==> src/rtl/dptr_pkg.sv <==
package dptr_pkg;

  typedef enum logic {
    SCAN_HORIZ = 1'b0,
    SCAN_VERT  = 1'b1
  } scan_mode_e;

endpackage

==> src/rtl/dptr_next.sv <==
module dptr_next
  import dptr_pkg::*;
#(
  parameter int unsigned COLS  = 84,
  parameter int unsigned BANKS = 6,
  parameter int unsigned CW    = $clog2(COLS),
  parameter int unsigned BW    = $clog2(BANKS)
) (
  input  logic [CW-1:0] col,
  input  logic [BW-1:0] bank,
  input  scan_mode_e    mode,
  output logic [CW-1:0] nxt_col,
  output logic [BW-1:0] nxt_bank
);

  localparam logic [CW-1:0] LAST_C = CW'(COLS - 1);
  localparam logic [BW-1:0] LAST_B = BW'(BANKS - 1);

  logic          col_end;
  logic          bank_end;
  logic [CW-1:0] col_step;
  logic [BW-1:0] bank_step;

  assign col_end   = (col == LAST_C);
  assign bank_end  = (bank == LAST_B);
  assign col_step  = col_end ? '0 : col + 1'b1;
  assign bank_step = bank_end ? '0 : bank + 1'b1;

  always_comb begin
    if (mode == SCAN_HORIZ) begin
      nxt_col  = col_step;
      nxt_bank = col_end ? bank_step : bank;
    end else begin
      nxt_bank = bank_step;
      nxt_col  = bank_end ? col_step : col;
    end
  end

endmodule

==> src/rtl/dptr_regs.sv <==
module dptr_regs
  import dptr_pkg::*;
#(
  parameter int unsigned COLS  = 84,
  parameter int unsigned BANKS = 6,
  parameter int unsigned CW    = $clog2(COLS),
  parameter int unsigned BW    = $clog2(BANKS)
) (
  input  logic          clk,
  input  logic          rst,
  input  logic          adv,
  input  logic [CW-1:0] nxt_col,
  input  logic [BW-1:0] nxt_bank,
  input  logic          col_ld,
  input  logic [CW-1:0] col_val,
  input  logic          bank_ld,
  input  logic [BW-1:0] bank_val,
  input  logic          mode_ld,
  input  scan_mode_e    mode_val,
  output logic [CW-1:0] col,
  output logic [BW-1:0] bank,
  output scan_mode_e    mode
);

  localparam logic [CW-1:0] LAST_C = CW'(COLS - 1);
  localparam logic [BW-1:0] LAST_B = BW'(BANKS - 1);

  logic [CW-1:0] col_cl;
  logic [BW-1:0] bank_cl;

  assign col_cl  = (col_val > LAST_C) ? LAST_C : col_val;
  assign bank_cl = (bank_val > LAST_B) ? LAST_B : bank_val;

  always_ff @(posedge clk) begin
    if (rst) begin
      col  <= '0;
      bank <= '0;
      mode <= SCAN_HORIZ;
    end else begin
      if (col_ld)       col <= col_cl;
      else if (adv)     col <= nxt_col;
      if (bank_ld)      bank <= bank_cl;
      else if (adv)     bank <= nxt_bank;
      if (mode_ld)      mode <= mode_val;
    end
  end


  p_reset_r1: assert property (@(posedge clk)
    rst |=> (col == '0 && bank == '0 && mode == SCAN_HORIZ));

  p_range_r2: assert property (@(posedge clk) disable iff (rst)
    (col <= LAST_C && bank <= LAST_B));

  p_hstep_r3: assert property (@(posedge clk) disable iff (rst)
    (adv && mode == SCAN_HORIZ && !col_ld && !bank_ld && col != LAST_C)
    |=> (col == CW'($past(col) + 1'b1) && bank == $past(bank)));

  p_vstep_r4: assert property (@(posedge clk) disable iff (rst)
    (adv && mode == SCAN_VERT && !col_ld && !bank_ld && bank != LAST_B)
    |=> (bank == BW'($past(bank) + 1'b1) && col == $past(col)));

  p_origin_r5: assert property (@(posedge clk) disable iff (rst)
    (adv && !col_ld && !bank_ld && col == LAST_C && bank == LAST_B)
    |=> (col == '0 && bank == '0));

  p_col_clamp_r6: assert property (@(posedge clk) disable iff (rst)
    (col_ld && col_val > LAST_C) |=> (col == LAST_C));

  p_bank_clamp_r7: assert property (@(posedge clk) disable iff (rst)
    (bank_ld && bank_val > LAST_B) |=> (bank == LAST_B));

  p_hold_r9: assert property (@(posedge clk) disable iff (rst)
    (!adv && !col_ld && !bank_ld) |=> ($stable(col) && $stable(bank)));

endmodule

==> src/rtl/dptr_linear.sv <==
module dptr_linear #(
  parameter int unsigned COLS  = 84,
  parameter int unsigned BANKS = 6,
  parameter int unsigned CW    = $clog2(COLS),
  parameter int unsigned BW    = $clog2(BANKS),
  parameter int unsigned AW    = $clog2(COLS * BANKS)
) (
  input  logic [CW-1:0] col,
  input  logic [BW-1:0] bank,
  output logic [AW-1:0] lin
);

  localparam logic [AW-1:0] STRIDE = AW'(COLS);

  logic [AW-1:0] bank_base;

  assign bank_base = AW'(bank) * STRIDE;
  assign lin       = bank_base + AW'(col);

endmodule

==> src/rtl/dptr_ram.sv <==
module dptr_ram #(
  parameter int unsigned DEPTH = 504,
  parameter int unsigned DW    = 8,
  parameter int unsigned AW    = $clog2(DEPTH)
) (
  input  logic          clk,
  input  logic          we,
  input  logic [AW-1:0] waddr,
  input  logic [DW-1:0] wdata,
  input  logic [AW-1:0] raddr,
  output logic [DW-1:0] rdata
);

  logic [DW-1:0] mem [0:DEPTH-1];

  always_ff @(posedge clk) begin
    if (we) mem[waddr] <= wdata;
  end

  always_ff @(posedge clk) begin
    rdata <= mem[raddr];
  end

endmodule

==> src/rtl/disp_wr_pointer.sv <==
module disp_wr_pointer
  import dptr_pkg::*;
#(
  parameter int unsigned COLS  = 84,
  parameter int unsigned BANKS = 6,
  parameter int unsigned DW    = 8,
  parameter int unsigned CW    = $clog2(COLS),
  parameter int unsigned BW    = $clog2(BANKS),
  parameter int unsigned AW    = $clog2(COLS * BANKS)
) (
  input  logic          clk,
  input  logic          rst,
  input  logic          col_ld,
  input  logic [CW-1:0] col_val,
  input  logic          bank_ld,
  input  logic [BW-1:0] bank_val,
  input  logic          mode_ld,
  input  logic          mode_val,
  input  logic          wr_en,
  input  logic [DW-1:0] wr_data,
  input  logic [AW-1:0] rd_addr,
  output logic [DW-1:0] rd_data,
  output logic [CW-1:0] cur_col,
  output logic [BW-1:0] cur_bank,
  output logic          scan_mode,
  output logic [AW-1:0] lin_addr,
  output logic          mem_we
);

  localparam int unsigned DEPTH = COLS * BANKS;

  scan_mode_e    mode_q;
  logic [CW-1:0] nxt_col;
  logic [BW-1:0] nxt_bank;

  assign mem_we    = wr_en & ~rst;
  assign scan_mode = mode_q;

  dptr_next #(.COLS(COLS), .BANKS(BANKS), .CW(CW), .BW(BW)) u_next (
    .col      (cur_col),
    .bank     (cur_bank),
    .mode     (mode_q),
    .nxt_col  (nxt_col),
    .nxt_bank (nxt_bank)
  );

  dptr_regs #(.COLS(COLS), .BANKS(BANKS), .CW(CW), .BW(BW)) u_regs (
    .clk      (clk),
    .rst      (rst),
    .adv      (wr_en),
    .nxt_col  (nxt_col),
    .nxt_bank (nxt_bank),
    .col_ld   (col_ld),
    .col_val  (col_val),
    .bank_ld  (bank_ld),
    .bank_val (bank_val),
    .mode_ld  (mode_ld),
    .mode_val (scan_mode_e'(mode_val)),
    .col      (cur_col),
    .bank     (cur_bank),
    .mode     (mode_q)
  );

  dptr_linear #(.COLS(COLS), .BANKS(BANKS), .CW(CW), .BW(BW), .AW(AW)) u_lin (
    .col  (cur_col),
    .bank (cur_bank),
    .lin  (lin_addr)
  );

  dptr_ram #(.DEPTH(DEPTH), .DW(DW), .AW(AW)) u_ram (
    .clk   (clk),
    .we    (mem_we),
    .waddr (lin_addr),
    .wdata (wr_data),
    .raddr (rd_addr),
    .rdata (rd_data)
  );

  p_lin_bound_r10: assert property (@(posedge clk) disable iff (rst)
    (lin_addr < AW'(DEPTH)));

  p_mode_keep_r9: assert property (@(posedge clk) disable iff (rst)
    (!mode_ld) |=> $stable(scan_mode));

endmodule

==> config.mk <==
export PLATFORM = sky130hd
export DESIGN_NAME = disp_wr_pointer
export DESIGN_NICKNAME = d
export VERILOG_FILES = /design/src/rtl/dptr_pkg.sv /design/src/rtl/dptr_next.sv /design/src/rtl/dptr_regs.sv /design/src/rtl/dptr_linear.sv /design/src/rtl/dptr_ram.sv /design/src/rtl/disp_wr_pointer.sv
export SDC_FILE = /design/constraint.sdc
export NUM_CORES = 2
export LEC_CHECK = 0
export ABC_AREA = 1
export BUFFER_PORTS_ARGS = -buffer_cell sky130_fd_sc_hd__clkbuf_2
export CAP_MARGIN = 20
export CORE_MARGIN = 5
export CORE_UTILIZATION = 45
export CTS_CLUSTER_DIAMETER = 150
export DETAILED_ROUTE_END_ITERATION = 10
export PLACE_DENSITY_LB_ADDON = 0.25
export SYNTH_ARGS = -nofsm -noshare
export SYNTH_HDL_FRONTEND = slang
export SYNTH_SLANG_ARGS = --single-unit
==> constraint.sdc <==
create_clock -name clk -period 6 [get_ports clk]
set_clock_uncertainty 0.15 [all_clocks]
set_input_delay 0.3 -clock clk [delete_from_list [all_inputs] [get_ports clk]]
set_output_delay 0.3 -clock clk [all_outputs]
set_load 0.02 [all_outputs]
==> results.toml <==
[outcome]
outcome = "complete, no violations"

[setup_path]
cpMaxStageDelayCell = "sky130_fd_sc_hd__nor2_1"
worstPathArrival_ps = 5880
cp_dominant_cell_by_count = "sky130_fd_sc_hd__nand2_1"
worstSetupEndpointType = "register"
startpoint_type = "register"
crit_type = "reg2reg"
worst_path_maximum_fanout = 16
critical-path-max-stage-delay_ps = 820
timing.critical_path.cells = "ha_1 -> ha_1 -> ha_1 -> nand2_1 -> o21ai_2 -> nand2_1 -> a21boi_2 -> xor2_1 -> inv_1 -> nand2_1 -> nor2_1 -> buf_4 -> nand2_1 -> nor2_1"
data_required_critical_path_ps = 6420

[floorplanning]
initial_util_pct = 45.2
row_count = 221
die_h_um = 614
total_die_area_mm2 = 0.377
die_w_um = 614
ios = 63
fp.coreArea_mm2 = 0.363

[grt]
initial_antenna_violation_count = 12
grt-ovfl-total = 0
global_route_wire_length_before_repair_mm = 681
grt_util_all_layers_pct = 24.2
vias_in_the_first_global_route = 103338
largest_net_degree_at_the_start_of_global_routing = 211

[routing]
drt.antenna.violating_nets = 0
routed-via-count = 107591
first_pass_iters = 7
wl_per_cell_um = 25.0
via_per_inst = 5.74
drt_drc_violations_left = 0
first_iter_violations = 13965
post_detailed_routing_wire_length_mm = 468

[finish]
layout.filler_cells = 31502
finalCoreUtilization_pct = 50.4
multi_input_comb_area_mm2 = 0.0385
nets = 13671
layout-drive-gt1-share_pct = 6.36
sequential_cell_area_mm2 = 0.121
synthToLayoutAreaGrowth_pct = 11.5

[yosys]
syn-cell-area_mm2 = 0.164
synth-adder-area-share_pct = 0.111
synth_fp_nets = 13925
synth_cells = 13877
sequential_element_share_of_the_synthesized_area_pct = 74.1
synth_top_area_share_pct = 73.8
synth_top_cell_by_area = "sky130_fd_sc_hd__edfxtp_1"
yosysWarnings = 0
synth-xor-area-share_pct = 0.0687
avgSynthCellArea_um2 = 11.8
synth-compound-area-share_pct = 0.498
muxShareOfSynthArea_pct = 0
synth.top_cells.by_area = "sky130_fd_sc_hd__edfxtp_1 74%, sky130_fd_sc_hd__nand3_1 12%, sky130_fd_sc_hd__nand2_1 9.2%"
synth_simple_gate_area_share_pct = 22.7
synth_top_family_by_area = "simple AND/OR/NAND/NOR gates"
ys_types = 35
yosys_register_bits = 4051

[cts]
cts_tree = "yes"
insertion_delay_ps = 950
cts.path.max_buffers = 4
cts_root_buffer = "sky130_fd_sc_hd__clkbuf_16"
postCtsResizedCells = 0
htree_num_levels = 5
path_clk_slew_ps = 60
postCtsSetupRepairBufs = 0
cts_sinks = 4051
cts_buffers = 404

[power]
fin_total_pwr_w = 0.0601
power_per_cell_area_mw_per_mm2 = 329
ir_worst_vdd_mv = 0.249
leakagePower_nw = 62.6

[sta]
slew_at_the_pin_with_the_worst_max_slew_slack_ps = 1160
final_hold_viol_count = 0
timing.final.setup_violations = 0
max-slew-margin-rel_pct = 22.5
period_minus_slack_ps = 5460
max_freq_mhz = 183
max_slew_violation_count = 0
rsz0062_at_grt = "no"
final_worst_path_cycle_share_pct = 91.0
setup_tns_ps = 0

[run]
max_cap_viol_count = 0

[placed_design]
post-dp-hpwl_mm = 264
place.port_buffers = 62
finalWeightedCongestion = 0.877

[hold_path]
min_path_type = "in2reg"
==> synth_stat cells <==
cell,number
sky130_fd_sc_hd__a211oi_1,1
sky130_fd_sc_hd__a21boi_2,1
sky130_fd_sc_hd__a21oi_1,31
sky130_fd_sc_hd__a31oi_1,2
sky130_fd_sc_hd__a41oi_1,1
sky130_fd_sc_hd__buf_1,137
sky130_fd_sc_hd__buf_2,188
sky130_fd_sc_hd__buf_4,2
sky130_fd_sc_hd__clkbuf_1,645
sky130_fd_sc_hd__clkinv_1,1
sky130_fd_sc_hd__dfxtp_1,19
sky130_fd_sc_hd__edfxtp_1,4032
sky130_fd_sc_hd__fa_1,1
sky130_fd_sc_hd__ha_1,13
sky130_fd_sc_hd__inv_1,70
sky130_fd_sc_hd__inv_2,5
sky130_fd_sc_hd__nand2_1,4032
sky130_fd_sc_hd__nand2_2,11
sky130_fd_sc_hd__nand3_1,3866
sky130_fd_sc_hd__nand4_1,2
sky130_fd_sc_hd__nor2_1,685
sky130_fd_sc_hd__nor2_2,2
sky130_fd_sc_hd__nor3_1,3
sky130_fd_sc_hd__nor3_4,2
sky130_fd_sc_hd__nor3b_1,1
sky130_fd_sc_hd__o211ai_1,15
sky130_fd_sc_hd__o21ai_0,95
sky130_fd_sc_hd__o21ai_2,2
sky130_fd_sc_hd__o221ai_1,1
sky130_fd_sc_hd__o22ai_1,1
sky130_fd_sc_hd__or2_2,1
sky130_fd_sc_hd__xnor2_1,3
sky130_fd_sc_hd__xor2_1,3
sky130_fd_sc_hd__xor2_2,2
sky130_fd_sc_hd__xor2_4,1
==> placed cells by master (no fill, tap or decap), types with 55 or more instances in the layout <==
| master | n |
|---|---|
| sky130_fd_sc_hd__edfxtp_1 | 4032 |
| sky130_fd_sc_hd__buf_4 | 117 |
| sky130_fd_sc_hd__clkbuf_1 | 68 |
| sky130_fd_sc_hd__o21ai_0 | 95 |
| sky130_fd_sc_hd__dlygate4sd3_1 | 55 |
| sky130_fd_sc_hd__nand2_1 | 4032 |
| sky130_fd_sc_hd__inv_1 | 69 |
| sky130_fd_sc_hd__buf_12 | 80 |
| sky130_fd_sc_hd__nand3_1 | 3850 |
| sky130_fd_sc_hd__clkinv_1 | 88 |
| sky130_fd_sc_hd__clkbuf_16 | 412 |
| sky130_fd_sc_hd__nor2_1 | 680 |
| sky130_fd_sc_hd__clkinv_2 | 85 |
==> sequential cells by signal (all words and copies together) (netlist names) <==
register and count:
u_regs.mode 1, u_ram.rdata 8, u_regs.bank 3, u_regs.col 7
u_ram.mem 4032
==> area by class of cell <==
class                   count  area share, %
well taps                4794           3.28
repair buffers            312           1.89
diodes                      9         0.0123
clock inverters           256           1.30
flip-flops and latches   4051           66.5
multi-input cells        8778           21.1
clock buffers             480           5.78
inverters                  76          0.177
==> logic make-up after synthesis <==
kind of cell,Yosys count
flip-flops,4051
adder cells (fa/ha/maj),14
XOR/XNOR,9
buffers and inverters,1048
AO/OA/AOI/OAI,150
AND/OR/NAND/NOR,8605
==> power by group <==
part | internal (W) | total (W) | switching, W
logic | 0.000891 | 0.00398 | 0.00309
registers | 0.0312 | 0.0312 | 0.0000442
clock network | 0.0143 | 0.0249 | 0.0107
total | 0.0463 | 0.0601 | 0.0138
==> metal layers <==
layer / vias up / GRT usage, % / share of wire, %
met3: 895 / 4.35 / 9.0
met5: - / 0 / 0.0056
li1: 48822 / - / -
met2: 5318 / 38.4 / 46
met4: 4 / 8.30 / 3.6
met1: 52552 / 33.9 / 41
==> per-stage QoR <==
stage	setup slack [ps]	hold WS [ps]	cells	instance area (µm²)
2_1_floorplan	2260	249	13877	164000
3_3_place_gp	575	376	17956	169000
3_5_place_dp	591	386	17956	169000
4_1_cts	568	45.5	18747	183000
5_1_grt	222	110	18749	183000
6_report	539	94.9	18756	183000
==> worst paths after layout <==
check        cells past startpoint           endpoint  slack (ps)           start
max                             14  u_ram.mem[443][2]         540  u_regs.bank[0]
min                              5    u_ram.mem[3][5]          90           wr_en
max reg2reg                     14  u_ram.mem[443][2]         540  u_regs.bank[0]
min reg2reg                      3     u_regs.bank[2]         970  u_regs.bank[2]
==> worst max-delay path: cells and delay by family (launching register included) <==
family | cells | cell delay, ps
AOI/OAI and AO/OA | 2 | 330
buffers and inverters | 2 | 580
adders and majority gates | 3 | 950
and+or+nand+nor | 6 | 2470
DFF | 1 | 400
xor gates and xnor gates | 1 | 180
==> what timing repair did <==
item,4_1_cts,5_1_grt
endpoints found under the setup margin,0,0
hold buffers,55,0
endpoints found under the hold margin,641,0
No activity file was read; power rests on OpenSTA's default activity.
